## config.mk

```make
export PLATFORM = sky130hd
export DESIGN_NAME = sockEventReg
export DESIGN_NICKNAME = d
export VERILOG_FILES = /design/src/rtl/sockPkg.sv /design/src/rtl/sockSync.sv /design/src/rtl/sockCtrl.sv /design/src/rtl/sockDatapath.sv /design/src/rtl/sockEventReg.sv
export SDC_FILE = /design/constraint.sdc
export NUM_CORES = 1
export LEC_CHECK = 0
export CAP_MARGIN = 40
export CORE_MARGIN = 3
export CORE_UTILIZATION = 40
export DETAILED_ROUTE_END_ITERATION = 10
export DONT_BUFFER_PORTS = 1
export PLACE_DENSITY = 0.66
export SLEW_MARGIN = 10
export SYNTH_ARGS = -nofsm -noshare
export SYNTH_HDL_FRONTEND = slang
export SYNTH_SLANG_ARGS = --single-unit
```

## constraint.sdc

```tcl
create_clock -name clk -period 1.4 [get_ports clk]
set_input_delay 0.21 -clock clk [delete_from_list [all_inputs] [get_ports clk]]
set_output_delay 0.21 -clock clk [all_outputs]
set_load 0.02 [all_outputs]
```

## src/rtl/sockPkg.sv

```systemverilog
package sockPkg;
  localparam int REG_W      = 32;
  localparam int NUM_PINS   = 8;
  localparam int PLAIN_PINS = 7;
  localparam int SYNC_STAGES = 2;

  // vector index = 31 - register bit number
  localparam int IDX_PLAIN_TOP = 15;  // first plain-pin flag, then downward
  localparam int IDX_RDY_LOW   = 7;
  localparam int IDX_RDY_HIGH  = 6;
  localparam int IDX_RDY_RISE  = 5;
  localparam int IDX_RDY_FALL  = 4;
  localparam int RDY_PIN       = 7;

  localparam logic [REG_W-1:0] STICKY_MASK = 32'h0000_FE30;
  localparam logic [REG_W-1:0] LEVEL_MASK  = 32'h0000_00C0;
  localparam logic [REG_W-1:0] IMPL_MASK   = STICKY_MASK | LEVEL_MASK;

  typedef struct packed {
    logic [REG_W-1:0] clrBits;
    logic             maskWe;
    logic [REG_W-1:0] maskData;
    logic             detectEn;
    logic             readMask;
  } ctrlStrobes_t;
endpackage

```

## src/rtl/sockSync.sv

```systemverilog
module sockSync #(
  parameter int WIDTH  = 8,
  parameter int STAGES = 2
) (
  input  logic             clk,
  input  logic             rstN,
  input  logic [WIDTH-1:0] asyncIn,
  output logic [WIDTH-1:0] syncOut
);
  logic [WIDTH-1:0] stageQ [STAGES];

  genvar s;
  generate
    for (s = 0; s < STAGES; s++) begin : g_stage
      always_ff @(posedge clk or negedge rstN) begin
        if (!rstN) stageQ[s] <= '0;
        else if (s == 0) stageQ[s] <= asyncIn;
        else stageQ[s] <= stageQ[(s == 0) ? 0 : s-1];
      end
    end
  endgenerate

  assign syncOut = stageQ[STAGES-1];
endmodule

```

## src/rtl/sockCtrl.sv

```systemverilog
module sockCtrl
  import sockPkg::*;
#(
  parameter int SYNC_FILL = SYNC_STAGES
) (
  input  logic             clk,
  input  logic             rstN,
  input  logic             regSel,
  input  logic             wrEn,
  input  logic [REG_W-1:0] wrData,
  output ctrlStrobes_t     strobes
);
  localparam int WARM_LIMIT = SYNC_FILL + 1;
  localparam int CNT_W = $clog2(WARM_LIMIT + 1);

  logic [CNT_W-1:0] warmCnt;
  logic             warmDone;

  assign warmDone = (warmCnt == CNT_W'(WARM_LIMIT));

  always_ff @(posedge clk or negedge rstN) begin
    if (!rstN) warmCnt <= '0;
    else if (!warmDone) warmCnt <= warmCnt + 1'b1;
  end

  always_comb begin
    strobes.clrBits  = (wrEn && !regSel) ? (wrData & STICKY_MASK) : '0;
    strobes.maskWe   = wrEn && regSel;
    strobes.maskData = wrData & IMPL_MASK;
    strobes.detectEn = warmDone;
    strobes.readMask = regSel;
  end
endmodule

```

## src/rtl/sockDatapath.sv

```systemverilog
module sockDatapath
  import sockPkg::*;
(
  input  logic                clk,
  input  logic                rstN,
  input  logic [NUM_PINS-1:0] pinsRaw,
  input  ctrlStrobes_t        strobes,
  output logic [REG_W-1:0]    rdData,
  output logic [REG_W-1:0]    statusView,
  output logic [REG_W-1:0]    maskQ,
  output logic                irq
);
  logic [NUM_PINS-1:0] pinsSync;
  logic [NUM_PINS-1:0] prevQ;
  logic [NUM_PINS-1:0] diff;
  logic [REG_W-1:0]    events;
  logic [REG_W-1:0]    stickyQ;
  logic [REG_W-1:0]    levelBits;

  sockSync #(.WIDTH(NUM_PINS), .STAGES(SYNC_STAGES)) u_sync (
    .clk     (clk),
    .rstN    (rstN),
    .asyncIn (pinsRaw),
    .syncOut (pinsSync)
  );

  always_ff @(posedge clk or negedge rstN) begin
    if (!rstN) prevQ <= '0;
    else prevQ <= pinsSync;
  end

  assign diff = strobes.detectEn ? (pinsSync ^ prevQ) : '0;

  genvar j;
  generate
    for (j = 0; j < PLAIN_PINS; j++) begin : g_plain
      assign events[IDX_PLAIN_TOP-j] = diff[j];
    end
  endgenerate

  assign events[IDX_RDY_RISE] = diff[RDY_PIN] & pinsSync[RDY_PIN];
  assign events[IDX_RDY_FALL] = diff[RDY_PIN] & ~pinsSync[RDY_PIN];
  assign events[REG_W-1:IDX_PLAIN_TOP+1] = '0;
  assign events[IDX_PLAIN_TOP-PLAIN_PINS] = 1'b0;
  assign events[IDX_RDY_LOW:IDX_RDY_HIGH] = '0;
  assign events[IDX_RDY_FALL-1:0] = '0;

  // new events take priority over a same-cycle clear
  always_ff @(posedge clk or negedge rstN) begin
    if (!rstN) stickyQ <= '0;
    else stickyQ <= ((stickyQ & ~strobes.clrBits) | events) & STICKY_MASK;
  end

  always_comb begin
    levelBits = '0;
    levelBits[IDX_RDY_LOW]  = ~pinsSync[RDY_PIN];
    levelBits[IDX_RDY_HIGH] = pinsSync[RDY_PIN];
  end

  assign statusView = stickyQ | levelBits;

  always_ff @(posedge clk or negedge rstN) begin
    if (!rstN) maskQ <= '0;
    else if (strobes.maskWe) maskQ <= strobes.maskData;
  end

  assign rdData = strobes.readMask ? maskQ : statusView;
  assign irq    = |(statusView & maskQ);
endmodule

```

## src/rtl/sockEventReg.sv

```systemverilog
module sockEventReg
  import sockPkg::*;
(
  input  logic             clk,
  input  logic             rstN,
  input  logic             pinVs1,
  input  logic             pinVs2,
  input  logic             pinWp,
  input  logic             pinCd2,
  input  logic             pinCd1,
  input  logic             pinBvd2,
  input  logic             pinBvd1,
  input  logic             pinRdy,
  input  logic             regSel,
  input  logic             wrEn,
  input  logic [REG_W-1:0] wrData,
  output logic [REG_W-1:0] rdData,
  output logic             irq
);
  ctrlStrobes_t        strobes;
  logic [NUM_PINS-1:0] pinsRaw;
  logic [REG_W-1:0]    statusView;
  logic [REG_W-1:0]    maskQ;

  assign pinsRaw = {pinRdy, pinBvd1, pinBvd2, pinCd1, pinCd2, pinWp, pinVs2, pinVs1};

  sockCtrl u_ctrl (
    .clk     (clk),
    .rstN    (rstN),
    .regSel  (regSel),
    .wrEn    (wrEn),
    .wrData  (wrData),
    .strobes (strobes)
  );

  sockDatapath u_dp (
    .clk        (clk),
    .rstN       (rstN),
    .pinsRaw    (pinsRaw),
    .strobes    (strobes),
    .rdData     (rdData),
    .statusView (statusView),
    .maskQ      (maskQ),
    .irq        (irq)
  );
endmodule

```

* Word level (Yosys, flattened, before mapping)
Cells that the tools add are included.
Storage, ports and cells: logic and storage cells 24, input port bits 44, flip-flop bits (word level) 46, output and inout port bits 33
Operators by class: reduce and logical (&&, ||, !) cells 4, bitwise gates (word level) 9, multiplexer cells 3, $add $sub $neg 1, equality and inequality tests 1
Operators with widths (number):
- $and 16x16->16 | 2
- $mux 32 | 1
- $reduce_or 32->1 | 1
- $mux 16 | 1
- $not 16->16 | 1
- $or 16x16->16 | 1
- $or 16x8->16 | 1
- $mux 8 | 1
- $xor 8x8->8 | 1
- $add 2x1->2 const B | 1
- $and 1x1->1 | 2
- $eq 2x2->1 const B | 1
- $logic_and 1x1->1 | 2
- $logic_not 1->1 | 1
- $not 1->1 | 1

* Logic depth before layout (Yosys ltp)
Gate-level depths: netlist of the first run.
depth after elaboration 6, mapped depth 4, mapped depth without buffers 3

* Hierarchy
From an unflattened synthesis of the first run, not the netlist that was laid out.
Second synthesis, totals: cell total of the unflattened synthesis 292, area total of the unflattened synthesis 3497.1 µm²
Modules (own cells, without submodules):
- sockDatapath | seq. area each 1226.2 µm², cells an instance 194, area each 2421.1 µm², instances 1
- sockCtrl | seq. area each 50.0 µm², cells an instance 74, area each 615.6 µm², instances 1
- sockSync | seq. area each 400.4 µm², cells an instance 24, area each 460.4 µm², instances 1

* Worst setup path after synthesis of the first run
Ideal clock, no wire load.
kind reg-to-output, start point register u_dp.maskQ[5], end point output irq, buffers on the path 0, stages on the path, launching flop included 4, data required time 1190 ps, data arrival time 1041 ps, setup slack 149 ps, cell sequence dfrtp_1 > a22o_1 > a221oi_1 > nand4_1
On the way: word-level cells in the longest chain between the ends 2
Ends and longest elaborated chain:
- start, declared | RTL line sockDatapath.sv:10 | output logic [REG_W-1:0] maskQ,
- start signal, assigned | RTL line sockDatapath.sv:64 | else if (strobes.maskWe) maskQ <= strobes.maskData;
- $and 16x16->16 | RTL line sockDatapath.sv:68 | assign irq = |(statusView & maskQ);
- $reduce_or 32->1 | RTL line sockDatapath.sv:68
- end, declared | RTL line sockEventReg.sv:18 | output logic irq
No other way between the ends.

* Worst setup path in the final report of the first run
start point register u_dp.stickyQ[5], end point output irq
On the way: word-level cells in the longest chain between the ends 3
Ends and longest elaborated chain:
- start, declared | RTL line sockDatapath.sv:17 | logic [REG_W-1:0] stickyQ;
- start signal, assigned | RTL line sockDatapath.sv:51 | else stickyQ <= ((stickyQ & ~strobes.clrBits) | events) & STICKY_MASK;
- $or 16x8->16 | RTL line sockDatapath.sv:60 | assign statusView = stickyQ | levelBits;
- $and 16x16->16 | RTL line sockDatapath.sv:68
- $reduce_or 32->1 | RTL line sockDatapath.sv:68
No other way between the ends.

==> results of run 1 <==
==> power by group <==
| part | internal [mW] | switching (mW) | leakage [nW] |
|---|---|---|---|
| combinational | 0.189 | 0.214 | 0.396 |
| sequential | 1.43 | 0.0757 | 0.513 |
| clock | 0.532 | 0.421 | 0.0514 |
| total | 2.15 | 0.710 | 0.961 |
==> through the flow <==
step	utilization	std cells
after floorplan	-	153
after global placement	0.428	188
after detailed placement	0.428	188
after CTS	0.481	206
after global routing	0.481	206
final	0.481	206
==> flip-flops by register name, summed over array words and instances, names as in the netlist <==
register	cells
u_dp.stickyQ	9
u_dp.prevQ	8
u_dp.u_sync.stageQ	8
u_dp.u_sync.syncOut	8
u_ctrl.warmCnt	2
u_dp.maskQ	11
==> path summary, 6_finish.rpt <==
path | start | endpoint | slack [ps] | depth (start not counted)
max in group asynchronous | rstN | u_dp.stickyQ[14] | 780 | 2
min | wrData[6] | u_dp.maskQ[6] | 60 | 1
max reg2reg | u_ctrl.warmCnt[0] | u_dp.stickyQ[14] | 160 | 3
min reg2reg | u_dp.u_sync.stageQ[15] | u_dp.u_sync.syncOut[7] | 350 | 0
max | u_dp.stickyQ[5] | irq | -280 | 4
min in group asynchronous | rstN | u_dp.prevQ[2] | 410 | 2
==> routing by layer <==
metal | wire length (um) | GRT usage
met5 | 0 | 0
met4 | 68 | 0.0652
met3 | 255 | 0.0494
met2 | 1740 | 0.214
met1 | 1230 | 0.155
==> synthesized netlist by cell type <==
cell type / n / area share
buf_6: 1 / 0.0059
a222oi_1: 1 / 0.0053
mux2_2: 12 / 0.071
nand2_1: 12 / 0.024
nand4_1: 1 / 0.0033
mux2_4: 10 / 0.079
inv_1: 1 / 0.0020
a22o_1: 8 / 0.037
xnor2_1: 1 / 0.0046
dfrtp_1: 46 / 0.61
nor2b_1: 1 / 0.0033
conb_1: 1 / 0.0020
a32o_1: 1 / 0.0053
mux2i_1: 1 / 0.0053
a221oi_1: 1 / 0.0046
xor2_1: 7 / 0.032
buf_4: 21 / 0.083
o2bb2ai_1: 1 / 0.0046
a22oi_1: 1 / 0.0040
buf_2: 3 / 0.0079
o21ai_0: 1 / 0.0026
ha_1: 1 / 0.0066
==> worst max-delay path: cells and delay by family (launching register included) <==
kind / cells / cell delay, ps
AOI/OAI and AO/OA: 2 / 480
DFF: 1 / 390
buffers and inverters: 1 / 160
and+or+nand+nor: 1 / 150
==> final cells by class <==
cell class	count	area (sq um)
flip-flops and latches	46	1150
clock inverters	2	37.5
well taps	52	65.1
inverters	1	3.75
fillers	408	2320
repair buffers	18	181
clock buffers	6	72.6
multi-input cells	81	641
==> what timing repair did <==
item	4_1_cts	5_1_grt
pin swaps	2	1
hold buffers	10	0
resized for setup	2	0
endpoints found under the setup margin	1	1
hold endpoints to repair	54	0
==> logic make-up after synthesis <==
| group | synth area share |
|---|---|
| compound gates | 0.0633 |
| xor+xnor | 0.0369 |
| fa+ha+maj | 0.00659 |
| buf+inv | 0.0989 |
| flops | 0.606 |
| mux | 0.156 |
| other cells | 0.00198 |
| simple gates | 0.0303 |
==> results_dict.tcl, run 1 <==
set metrics [dict create \
    post_synth_num_cell_types 22 \
    arrival_ps 1470 \
    grt_pass1_wl_um 5440 \
    final_common_cell "dfrtp_1" \
    yosys_warnings 0 \
    finalCritPeriodShare 1.20 \
    wl_um 3300 \
    required_ps 1190 \
    grt_max_degree 47 \
    crit_path_max_incr_delay_ps 390 \
    grt_setup_unrepaired "yes" \
    setup_violations 1 \
    cts_setup_buffers 0 \
    start_util 0.424 \
    fin_crit_ps 1680 \
    finalHoldViolCount 0 \
    p_per_area_nw_per_um2 1330 \
    drv_slew 0 \
    placed_cell_area_sq_um 1910 \
    n_antenna_cell 0 \
    antenna_found_initial 0 \
    core_area_sq_um 4470 \
    cp_max_fo 2 \
    globalplace.congestion 0.747 \
    syn_avg_cell_area_sq_um 14.3 \
    first_iter_violations 47 \
    power_mw 2.86 \
    grt-ovfl-total 0 \
    boundaryPins 77 \
    final_cell_area_sq_um 2150 \
    tns_ps -284 \
    violations "negative setup slack" \
    post-place-ws_ps -25.3 \
    peakVddDrop_v 0.000564 \
    routedWlPerCell_um 16.0 \
    area_delta_synth_final_pct 13.4 \
    mostFrequentLayoutCells "dfrtp_1 (46), conb_1 (21), mux2_2 (12), nand2_1 (12), mux2_4 (10)" \
    clock_latency_ps 290 \
    fin_ws_ps -284 \
    netlist_area_sq_um 1900 \
    p_leak_nw 0.961 \
    die_area_sq_um 5610 \
    hpwl_um 2340 \
    holdWs_ps 60.7 \
    critPathSlowestCell "dfrtp_1" \
    path_class "reg -> out" \
    first_pass_iters 4 \
    fmax_mhz 594 \
    die_h_um 74.9 \
    portBuffers 0 \
    drcViolationCount 0 \
    drtAntennaViolNets 0 \
    cap_violations 0 \
    cts_tree "yes" \
    crit_path_end_kind "output pin" \
    cts.htree.levels 2 \
    status "finished, violations left" \
    vias 1029 \
    cts.reportedPaths.clkPinSlew_ps 80 \
    min_path_type "in -> reg" \
    cts_num_sinks 46 \
    root_buffer "clkbuf_8" \
    drive_gt1_frac 0.253 \
    die_w_um 74.9 \
    post_drt_via_cell_ratio 5.00 \
    clk_path_buf_depth 2 \
    clock-skew-final_ps 6.04 \
    cts_buffers 5 \
    ys_ff_latch 46 \
    grt_pass1_vias 1116 \
    syn_inst 133 \
    grt_use_total 0.132 \
    num_rows 24 \
    cp-start-kind "register" \
    seq_area_frac_synth 0.606 \
    path_cells "a22o_1 > a221oi_2 > nand4_1 > buf_6" \
    nets 198 \
]
Power figures use the tool's default switching activity.
==> run 2: changes to the inputs <==
--- a/config.mk
+++ b/config.mk
@@ -10,6 +10,7 @@
 export CORE_UTILIZATION = 40
 export DETAILED_ROUTE_END_ITERATION = 10
 export DONT_BUFFER_PORTS = 1
+export MAX_ROUTING_LAYER = met4
 export PLACE_DENSITY = 0.66
 export SLEW_MARGIN = 10
 export SYNTH_ARGS = -nofsm -noshare
==> run 2 against run 1 <==
Against the previous run: the flow still finishes with violations (negative setup slack); non-clock buffer count is the same; clock-buffer cell count is the same; combinational power is essentially flat; critical path depth is the same; maximum frequency is essentially flat; largest cell class unchanged.
==> results_dict.tcl, run 2 (same netlist as run 1, synthesis figures left out) <==
set metrics [dict create \
    grt_pass1_vias 1118 \
    p_per_area_nw_per_um2 1330 \
    cts_buffers 5 \
    cts.reportedPaths.clkPinSlew_ps 80 \
    num_rows 24 \
    wl_um 3300 \
    layout_top_registers "u_dp.maskQ x11, u_dp.stickyQ x9" \
    r2r_slack_ps 160 \
    hpwl_um 2340 \
    vias 1026 \
    p_leak_nw 0.961 \
    crit_buf_inv 1 \
    core_area_sq_um 4470 \
    use_met2 0.215 \
    path_class "reg -> out" \
    grt_pass1_wl_um 5440 \
    nets 198 \
    mostFrequentLayoutCells "dfrtp_1 (46), conb_1 (21), mux2_2 (12), nand2_1 (12), mux2_4 (10)" \
    finalCritPeriodShare 1.20 \
    routedWlPerCell_um 16.0 \
    r2r_end "u_dp.stickyQ[14]" \
    start_util 0.424 \
    drv_slew 0 \
    grt_max_degree 47 \
    final_cells 206 \
    reg2reg_depth 3 \
    finalHoldViolCount 0 \
    path_cells "a22o_1 > a221oi_2 > nand4_1 > buf_6" \
    tns_ps -283 \
    cp_num_cells 4 \
    final_cell_area_sq_um 2150 \
    power_mw 2.86 \
    fin_ws_ps -283 \
    die_h_um 74.9 \
    cp-start-kind "register" \
    cts.htree.levels 2 \
    post-place-ws_ps -25.3 \
    peakVddDrop_v 0.000569 \
    clock_latency_ps 290 \
    n_antenna_cell 0 \
    hold_path_depth 1 \
    met1_usage 0.155 \
    clk_path_buf_depth 2 \
    regMostFlops "u_dp.maskQ" \
    critPathSlowestCell "dfrtp_1" \
    grt_use_total 0.136 \
    fin_util 0.481 \
    cts_tree "yes" \
    boundaryPins 77 \
    holdWs_ps 62.3 \
    first_iter_violations 34 \
    root_buffer "clkbuf_8" \
    cts_num_sinks 46 \
    arrival_ps 1470 \
    globalplace.congestion 0.756 \
    placedCellCount 188 \
    die_area_sq_um 5610 \
    final_common_cell "dfrtp_1" \
    setup_violations 1 \
    cap_violations 0 \
    drtAntennaViolNets 0 \
    r2r_start "u_ctrl.warmCnt[0]" \
    crit_path_end_kind "output pin" \
    clock-skew-final_ps 5.69 \
    cp-startpoint "u_dp.stickyQ[5]" \
    min_from "wrData[13]" \
    placed_cell_area_sq_um 1910 \
    grt_setup_unrepaired "yes" \
    globalRoute.busiestLayer "met2" \
    drcViolationCount 0 \
    status "finished, violations left" \
    fmax_mhz 594 \
    antenna_found_initial 0 \
    portBuffers 0 \
    cp_max_fo 2 \
    hold_end "u_dp.maskQ[13]" \
    fin_crit_ps 1680 \
    post_drt_via_cell_ratio 4.98 \
    grt-ovfl-total 0 \
    crit_path_max_incr_delay_ps 390 \
    die_w_um 74.9 \
    violations "negative setup slack" \
    area_delta_synth_final_pct 13.4 \
    largest_reg_flops 11 \
    required_ps 1190 \
    first_pass_iters 4 \
    use_met3 0.0467 \
    min_path_type "in -> reg" \
    cpLargestDelayFamily "compound AO/OA/AOI/OAI gates" \
    drive_gt1_frac 0.253 \
]
==> run 2: cell counts in the layout (fill, tap and decap cells not counted) <==
No cell type changed its count.
==> run 2: final cells by class <==
| cell class | count | area, sq um |
|---|---|---|
| clock inverter | 2 | 37.5 |
| fill | 408 | 2320 |
| timing repair buffer | 18 | 181 |
| inverter | 1 | 3.75 |
| clock buffer | 6 | 72.6 |
| sequential | 46 | 1150 |
| tap | 52 | 65.1 |
| multi-input combinational | 81 | 641 |
==> run 2: report_power, final <==
part           internal [mW]  leakage, nW  switching, mW
clock network          0.532       0.0514          0.420
logic                  0.189        0.396          0.214
registers               1.43        0.513         0.0756
total                   2.15        0.961          0.710
==> run 2: how the worst max path moves through the flow <==
| stage | endpoint | slack [ps] |
|---|---|---|
| 3_3_place_gp | irq | 0.5 |
| 5_1_grt | irq | -400 |
| 4_1_cts | irq | -270 |
| 3_5_place_dp | irq | -30 |
| 6_report | irq | -280 |
| 2_1_floorplan | irq | 150 |
==> run 2: per-layer routing <==
layer | up-vias | part of all wire
li1 | 455 | -
met1 | 534 | 0.38
met2 | 33 | 0.53
met3 | 4 | 0.073
met4 | 0 | 0.015
met5 | - | 0
==> run 2: repair_timing <==
item,4_1_cts,5_1_grt
endpoints found under the setup margin,1,1
hold buffers,10,0
buffers inserted,0,0
gates resized for setup,2,0
cloned,0,0
hold endpoints to repair,54,0
pin swaps,2,1
